===== config.mk =====
export PLATFORM = sky130hd
export DESIGN_NAME = conv_sched
export DESIGN_NICKNAME = d
export VERILOG_FILES = /design/src/rtl/sched_pkg.sv /design/src/rtl/sched_rate_cfg.sv /design/src/rtl/sched_period_gen.sv /design/src/rtl/sched_conv_ctrl.sv /design/src/rtl/sched_result_buf.sv /design/src/rtl/conv_sched.sv
export SDC_FILE = /design/constraint.sdc
export NUM_CORES = 1
export LEC_CHECK = 0
export BUFFER_PORTS_ARGS = -buffer_cell sky130_fd_sc_hd__buf_4
export CORE_MARGIN = 5
export CORE_UTILIZATION = 59
export CTS_CLUSTER_DIAMETER = 120
export DETAILED_ROUTE_END_ITERATION = 12
export GPL_TIMING_DRIVEN = 0
export HOLD_SLACK_MARGIN = 0.05
export PLACE_DENSITY = 0.9
export REMOVE_ABC_BUFFERS = 1
export SYNTH_ARGS = -nofsm -noshare
export SYNTH_HDL_FRONTEND = slang
export SYNTH_SLANG_ARGS = --single-unit
export TNS_END_PERCENT = 30

===== constraint.sdc =====
create_clock -name clk -period 7.5 [get_ports clk]
set_input_delay 1.5 -clock clk [delete_from_list [all_inputs] [get_ports clk]]
set_output_delay 1.5 -clock clk [all_outputs]
set_load 0.02 [all_outputs]

===== src/rtl/sched_pkg.sv =====
package sched_pkg;

  typedef enum logic {
    MODE_SHOT = 1'b0,
    MODE_CONT = 1'b1
  } run_mode_e;

endpackage


===== src/rtl/sched_rate_cfg.sv =====
module sched_rate_cfg #(
  parameter int PS_W     = 4,
  parameter int CNT_W    = 12,
  parameter int MIN_PROD = 100,
  parameter int DEF_PS   = 3,
  parameter int DEF_CNT  = 2499
) (
  input  logic                    clk,
  input  logic                    rst_n,
  input  logic                    wr_i,
  input  logic [PS_W+CNT_W-1:0]   wdata_i,
  output logic [PS_W-1:0]         pend_ps_o,
  output logic [CNT_W-1:0]        pend_cnt_o,
  output logic                    cfg_err_o
);
  localparam int PW = PS_W + CNT_W + 1;
  localparam logic [PW-1:0] MIN_P = PW'(MIN_PROD);

  logic [PS_W-1:0]  w_ps;
  logic [CNT_W-1:0] w_cnt;
  logic [PW-1:0]    w_prod;
  logic             w_legal;

  // Field split: prescale on top, count below.
  assign w_ps   = wdata_i[PS_W+CNT_W-1:CNT_W];
  assign w_cnt  = wdata_i[CNT_W-1:0];
  assign w_prod = (PW'(w_ps) + PW'(1)) * (PW'(w_cnt) + PW'(1));
  assign w_legal = (w_prod > MIN_P);

  always_ff @(posedge clk) begin
    if (!rst_n) begin
      pend_ps_o  <= PS_W'(DEF_PS);
      pend_cnt_o <= CNT_W'(DEF_CNT);
      cfg_err_o  <= 1'b0;
    end else if (wr_i) begin
      if (w_legal) begin
        pend_ps_o  <= w_ps;
        pend_cnt_o <= w_cnt;
      end else begin
        pend_ps_o  <= '0;
        pend_cnt_o <= CNT_W'(MIN_PROD);
        cfg_err_o  <= 1'b1;
      end
    end
  end

  logic [PW-1:0] pend_prod;
  assign pend_prod = (PW'(pend_ps_o) + PW'(1)) * (PW'(pend_cnt_o) + PW'(1));

  // the stored period is always longer than the minimum
  p_min_period_r4: assert property (@(posedge clk) disable iff (!rst_n)
    pend_prod > MIN_P);

  // an illegal write raises the sticky error
  p_err_set_r4: assert property (@(posedge clk) disable iff (!rst_n)
    (wr_i && !w_legal) |=> cfg_err_o);

  p_err_sticky_r4: assert property (@(posedge clk) disable iff (!rst_n)
    cfg_err_o |=> cfg_err_o);

endmodule


===== src/rtl/sched_period_gen.sv =====
module sched_period_gen #(
  parameter int PS_W    = 4,
  parameter int CNT_W   = 12,
  parameter int DEF_PS  = 3,
  parameter int DEF_CNT = 2499
) (
  input  logic             clk,
  input  logic             rst_n,
  input  logic             run_i,
  input  logic [PS_W-1:0]  pend_ps_i,
  input  logic [CNT_W-1:0] pend_cnt_i,
  output logic             tick_o
);
  logic [PS_W-1:0]  lim_ps;
  logic [CNT_W-1:0] lim_cnt;
  logic [PS_W-1:0]  ps_q;
  logic [CNT_W-1:0] cnt_q;
  logic             ps_wrap;
  logic             cnt_last;

  assign ps_wrap  = (ps_q == lim_ps);
  assign cnt_last = (cnt_q == lim_cnt);
  assign tick_o   = run_i && ps_wrap && cnt_last;

  always_ff @(posedge clk) begin
    if (!rst_n) begin
      lim_ps  <= PS_W'(DEF_PS);
      lim_cnt <= CNT_W'(DEF_CNT);
      ps_q    <= '0;
      cnt_q   <= '0;
    end else if (!run_i) begin
      // Idle: counters parked, limits follow the pending setting.
      ps_q    <= '0;
      cnt_q   <= '0;
      lim_ps  <= pend_ps_i;
      lim_cnt <= pend_cnt_i;
    end else if (ps_wrap) begin
      ps_q <= '0;
      if (cnt_last) begin
        cnt_q   <= '0;
        lim_ps  <= pend_ps_i;
        lim_cnt <= pend_cnt_i;
      end else begin
        cnt_q <= cnt_q + CNT_W'(1);
      end
    end else begin
      ps_q <= ps_q + PS_W'(1);
    end
  end

  // limits never change inside a running period
  p_hold_limits_r5: assert property (@(posedge clk) disable iff (!rst_n)
    (run_i && !tick_o) |=> ($stable(lim_ps) && $stable(lim_cnt)));

  // a stopped generator restarts from a fresh period
  p_park_r2: assert property (@(posedge clk) disable iff (!rst_n)
    !run_i |=> (ps_q == '0 && cnt_q == '0));

endmodule


===== src/rtl/sched_conv_ctrl.sv =====
module sched_conv_ctrl #(
  parameter int DUMMY = 0
) (
  input  logic clk,
  input  logic rst_n,
  input  logic wr_i,
  input  logic cont_bit_i,
  input  logic trig_bit_i,
  input  logic tick_i,
  input  logic adc_done_i,
  output logic run_o,
  output logic adc_start_o,
  output logic busy_o
);
  import sched_pkg::*;

  run_mode_e mode_q;
  logic      trig_q;
  logic      start_q;
  logic      busy_q;
  logic      shot;
  logic      fire;

  assign shot = wr_i && (trig_bit_i != trig_q) && !cont_bit_i && !busy_q;
  assign fire = (shot || tick_i) && !busy_q;

  always_ff @(posedge clk) begin
    if (!rst_n) begin
      mode_q  <= MODE_SHOT;
      trig_q  <= 1'b0;
      start_q <= 1'b0;
      busy_q  <= 1'b0;
    end else begin
      if (wr_i) begin
        mode_q <= cont_bit_i ? MODE_CONT : MODE_SHOT;
        trig_q <= trig_bit_i;
      end
      start_q <= fire;
      if (fire)            busy_q <= 1'b1;
      else if (adc_done_i) busy_q <= 1'b0;
    end
  end

  assign run_o       = (mode_q == MODE_CONT);
  assign adc_start_o = start_q;
  assign busy_o      = busy_q;

  // no new start while a conversion is outstanding
  p_no_start_busy_r7: assert property (@(posedge clk) disable iff (!rst_n)
    (busy_q && !adc_done_i) |=> !adc_start_o);

  // every start is a single-cycle pulse
  p_single_pulse_r6: assert property (@(posedge clk) disable iff (!rst_n)
    adc_start_o |=> !adc_start_o);

endmodule


===== src/rtl/sched_result_buf.sv =====
module sched_result_buf #(
  parameter int RES_W = 10
) (
  input  logic             clk,
  input  logic             rst_n,
  input  logic             done_i,
  input  logic             busy_i,
  input  logic [RES_W-1:0] data_i,
  input  logic             ready_i,
  output logic             valid_o,
  output logic [RES_W-1:0] data_o,
  output logic             overrun_o
);
  logic cap;
  logic take;

  assign cap  = done_i && busy_i;
  assign take = valid_o && ready_i;

  always_ff @(posedge clk) begin
    if (!rst_n) begin
      valid_o   <= 1'b0;
      data_o    <= '0;
      overrun_o <= 1'b0;
    end else begin
      if (cap) begin
        valid_o <= 1'b1;
        data_o  <= data_i;
        if (valid_o && !ready_i) overrun_o <= 1'b1;
      end else if (take) begin
        valid_o <= 1'b0;
      end
    end
  end

  // held result stays put until read
  p_hold_r9: assert property (@(posedge clk) disable iff (!rst_n)
    (valid_o && !ready_i && !cap) |=> (valid_o && $stable(data_o)));

  // a read drains the stream
  p_drain_r9: assert property (@(posedge clk) disable iff (!rst_n)
    (take && !cap) |=> !valid_o);

  // overwrite of an unread result flags overrun
  p_overrun_r10: assert property (@(posedge clk) disable iff (!rst_n)
    (cap && valid_o && !ready_i) |=> overrun_o);

  // a stray done pulse leaves the stream alone
  p_stray_done_r8: assert property (@(posedge clk) disable iff (!rst_n)
    (done_i && !busy_i && !valid_o) |=> !valid_o);

endmodule


===== src/rtl/conv_sched.sv =====
module conv_sched #(
  parameter int PS_W     = 4,
  parameter int CNT_W    = 12,
  parameter int RES_W    = 10,
  parameter int START_W  = 16,
  parameter int MIN_PROD = 100,
  parameter int DEF_PS   = 3,
  parameter int DEF_CNT  = 2499
) (
  input  logic                   clk,
  input  logic                   rst_n,
  input  logic                   rate_wr,
  input  logic [PS_W+CNT_W-1:0]  rate_wdata,
  input  logic                   start_wr,
  input  logic [START_W-1:0]     start_wdata,
  output logic                   adc_start,
  input  logic                   adc_done,
  input  logic [RES_W-1:0]       adc_data,
  output logic                   res_valid,
  input  logic                   res_ready,
  output logic [RES_W-1:0]       res_data,
  output logic                   cfg_err,
  output logic                   overrun
);
  localparam int TRIG_BIT = START_W - 1;

  logic [PS_W-1:0]  pend_ps;
  logic [CNT_W-1:0] pend_cnt;
  logic             run;
  logic             tick;
  logic             busy;
  logic             unused_mid;

  assign unused_mid = ^start_wdata[TRIG_BIT-1:1];

  sched_rate_cfg #(
    .PS_W(PS_W), .CNT_W(CNT_W), .MIN_PROD(MIN_PROD),
    .DEF_PS(DEF_PS), .DEF_CNT(DEF_CNT)
  ) u_rate (
    .clk(clk), .rst_n(rst_n), .wr_i(rate_wr), .wdata_i(rate_wdata),
    .pend_ps_o(pend_ps), .pend_cnt_o(pend_cnt), .cfg_err_o(cfg_err)
  );

  sched_period_gen #(
    .PS_W(PS_W), .CNT_W(CNT_W), .DEF_PS(DEF_PS), .DEF_CNT(DEF_CNT)
  ) u_period (
    .clk(clk), .rst_n(rst_n), .run_i(run),
    .pend_ps_i(pend_ps), .pend_cnt_i(pend_cnt), .tick_o(tick)
  );

  sched_conv_ctrl #(.DUMMY(0)) u_ctrl (
    .clk(clk), .rst_n(rst_n), .wr_i(start_wr),
    .cont_bit_i(start_wdata[0]), .trig_bit_i(start_wdata[TRIG_BIT]),
    .tick_i(tick), .adc_done_i(adc_done),
    .run_o(run), .adc_start_o(adc_start), .busy_o(busy)
  );

  sched_result_buf #(.RES_W(RES_W)) u_res (
    .clk(clk), .rst_n(rst_n), .done_i(adc_done), .busy_i(busy),
    .data_i(adc_data), .ready_i(res_ready),
    .valid_o(res_valid), .data_o(res_data), .overrun_o(overrun)
  );

  // flags are quiet out of reset
  p_reset_quiet_r1: assert property (@(posedge clk)
    !rst_n |=> (!adc_start && !res_valid && !cfg_err && !overrun));

endmodule


==> metrics.md <==
| Metric | Value |
|---|---|
| Tcrit/Tclk final | 94.1% |
| Post-detail-place hpwl | ~8700 um |
| Syn Inst Count | 593 |
| Post-CTS Setup Bufs | 0 |
| CTS Hold Bufs | 0 |
| Initial antenna violation count | 0 |
| NumNets Final | 738 |
| Clk pwr share | 30.0% |
| Peak fanout along the critical path | 16 |
| Crit end category | register |
| Dpl ws | 288 ps |
| First-pass GRT wire length | 20000 um |
| CTS Buf Count | 9 |
| CP Launch Type | primary input |
| Worst-path clk slew | 70 ps |
| Vias per cell | approximately 5.9 |
| Total GRT Usage | approximately a quarter |
| Slew Limit Fails | 0 |
| RSZ-0062 raised after global routing | no |
| Min cycle time layout | 7060 ps |
| Fillers | 617 |
| Hold Vio Cnt, Final | 0 |
| DIE AREA | 10600 um2 |
| WL final | 11900 um |
| Die extent in x | 103 um |
| Die height | 103 um |
| Avg Cell Area, Syn | 8.57 um2 |
| Sw power | ~0.42 mW |
| Relative slew margins | 29.0% |
| Io pins | 62 |
| Seq/Total Area, Yosys | between 20% and 30% |
| Static Leak | 2.56 nW |
| Number of remaining DRC errors | 0 |
| Worst Tran Pin Value | 1060 ps |
| DR WL/cell | 16.1 um |
| Final Cell Area | 5710 um2 |
| Worst EP arrival | 7250 ps |
| Worst min-delay path startpoint | u_res.data_o[9] |
| Most frequent cells in the layout | nor2_1, dfxtp_1, inv_1 |
| Ys async rst share | 0% |
| Worst Skew | 8.77 ps |
| #FFs+latches synth | 65 |
| Most common cell after layout, fill and taps aside | nor2_1 |
| Drt first pass iters | 5 |
| CTS tree | yes |
| Setup violators final | 0 |
| Switching Fraction | 35.1% |
| Post-DRT Antenna Nets | 0 |
| Post-synth EDFFs | 0 |
| PwrDens | around 210 nW/um2 |
| Top cell type's share of synthesized area | 25.6% |
| Setup CP Type | in -> reg |
| Post-synth top area cell | dfxtp_1 |
| Hold Path Cell Cnt | 2 |
| Worst-Skew Late Latency | 350 ps |
| Number of inserted diodes | 0 |
| Logic pwr share | around two fifths |
| Synth unique cells | 66 |
| Cells after DPL | 722 |
| Ranking of synthesized cells by area | dfxtp_1, fa_1, ha_1 |
| Largest net degree at the start of global routing | 35 |
| DRT iter0 DRCs | 288 |
| Placed Area | around 5500 um2 |
| Outcome | complete, no violations |
| Main synth FF type | dfxtp_1 |
| Clock tree buffer depth | 2 |
| Multi-input logic area | 3460 um2 |
| Core area | roughly 8300 um2 |
| H-tree depth | 3 |
| Cts repair resizes | 0 |
| Layout cells sized above 1 | 13.7% |
| GPL Wtd Cong | around 0.9 |
| Max Cap Viol | 0 |
| Final core occ | 68.8% |
| Internal power | 0.778 mW |
| Final cell count without fillers | 738 |
| Reg power frac | 30.6% |
| Synth warn | 0 |
| Placement row count | 33 |
| Initial Util | 61.2% |
| HP Class | reg -> reg |
| PortBufs | 47 |
| Power consumption | 1.20 mW |
| CTS sink cnt | 65 |
| Clk root buf | clkbuf_8 |
| Worst path required time | 7690 ps |
| Worst Hold End | u_res.data_o[9] |
| Worst R2R Start | u_period.lim_ps[2] |
| R2R cell count | 6 |
| Synth-to-Final Area Change | 12.3% |
| Max Clk Rate | 142 MHz |
| GR Overflow Total | 0 |
| Setup_tns | 0 ps |
| R2R Path End | u_period.lim_cnt[4] |
| Hold Slack | 461 ps |
| Syn Std Cell Area | 5080 um2 |
| Vias in the first global route | 4422 |
| Setup ws final | 444 ps |
| Critical Path Start | rate_wdata[12] |
| R2r setup slk | slightly below 5000 ps |
| Via count | 4386 |
| Storage cell area | between 1000 and 1500 um2 |
| Worst VDD drop | 0.000158 V |
==> power groups by stage <==
stage / clock, mW / combinational [mW] / sequential (mW)
final: 0.360 / 0.472 / 0.367
after floorplan: 0 / 0.355 / 0.374
after global placement: 0 / 0.445 / 0.374
after detailed placement: 0 / 0.464 / 0.375
after global routing: 0.382 / 0.529 / 0.368
after CTS: 0.365 / 0.468 / 0.367
==> flip-flops by register name, summed over array words and instances (netlist names) <==
name                count
u_ctrl.run_o            1
u_rate.pend_ps_o        4
u_rate.cfg_err_o        1
u_ctrl.adc_start_o      1
u_rate.pend_cnt_o      12
u_ctrl.trig_q           1
u_res.valid_o           1
u_period.lim_ps         4
u_period.cnt_q         12
u_res.overrun_o         1
u_period.ps_q           4
u_ctrl.busy_o           1
u_res.data_o           10
u_period.lim_cnt       12
==> routing by layer <==
layer / track usage [%] / wire, um / part of all wire (%)
met5: 0 / 0 / 0
met4: 7.27 / 202 / 1.7
met3: 5.48 / 1000 / 8.4
met2: 39.5 / 5720 / 48
met1: 30.1 / 4940 / 42
==> cell usage after synthesis, types with 4 or more instances <==
cell and n:
and3_1 14, nand3b_1 4, nand2_1 52, ha_1 30, nand3_1 18, nor3b_1 8
inv_1 59, a31oi_1 7, mux2i_1 27, nand4_1 9, nand2b_1 6, o21bai_1 4
fa_1 32, o21ai_0 7, a21oi_1 19, xnor2_1 27, dfxtp_1 65, and2_1 4
a22oi_1 7, nor2b_1 10, nor2_1 66, clkbuf_1 15, or2_2 13, xor2_1 23
nor3_1 7
==> area by class of cell <==
type                            instances  area share (%)
Clock buffer                           10            2.24
Sequential cell                        65            22.8
Inverter                               59            3.88
Clock inverter                          6            2.04
Multi-Input combinational cell        446            60.6
Tap cell                              105            2.30
Timing Repair Buffer                   47            6.18
==> kinds of logic after synthesis <==
group           count (synthesis)  share of synthesized area (%)
simple gates                  224                           22.3
compound gates                 83                           11.8
flops                          65                           25.6
buf+inv                        82                           6.35
mux                            27                           5.32
xor+xnor                       50                           8.62
fa+ha+maj                      62                           20.0
==> worst max-delay path by stage <==
stage	to	slack (ps)	cells past startpoint
after floorplan	u_rate.pend_cnt_o[0]	1340	16
after global placement	u_rate.pend_ps_o[0]	560	17
after detailed placement	u_rate.pend_cnt_o[11]	290	17
after CTS	u_rate.pend_cnt_o[11]	610	17
after global routing	u_rate.pend_cnt_o[8]	290	17
final	u_rate.pend_cnt_o[11]	440	17
==> critical path, cell delays in order <==
cell     delay (ps)
buf_4           170
ha_1            260
xnor2_1         840
nor2_1          180
fa_1            510
fa_1            560
inv_1            60
fa_1            520
inv_1            40
ha_1            380
a21o_1          220
a21oi_2         200
a21oi_1         140
o41ai_2         410
a31oi_1         470
a21oi_2         580
a22oi_1         180
No activity file was read; power rests on OpenSTA's default activity.
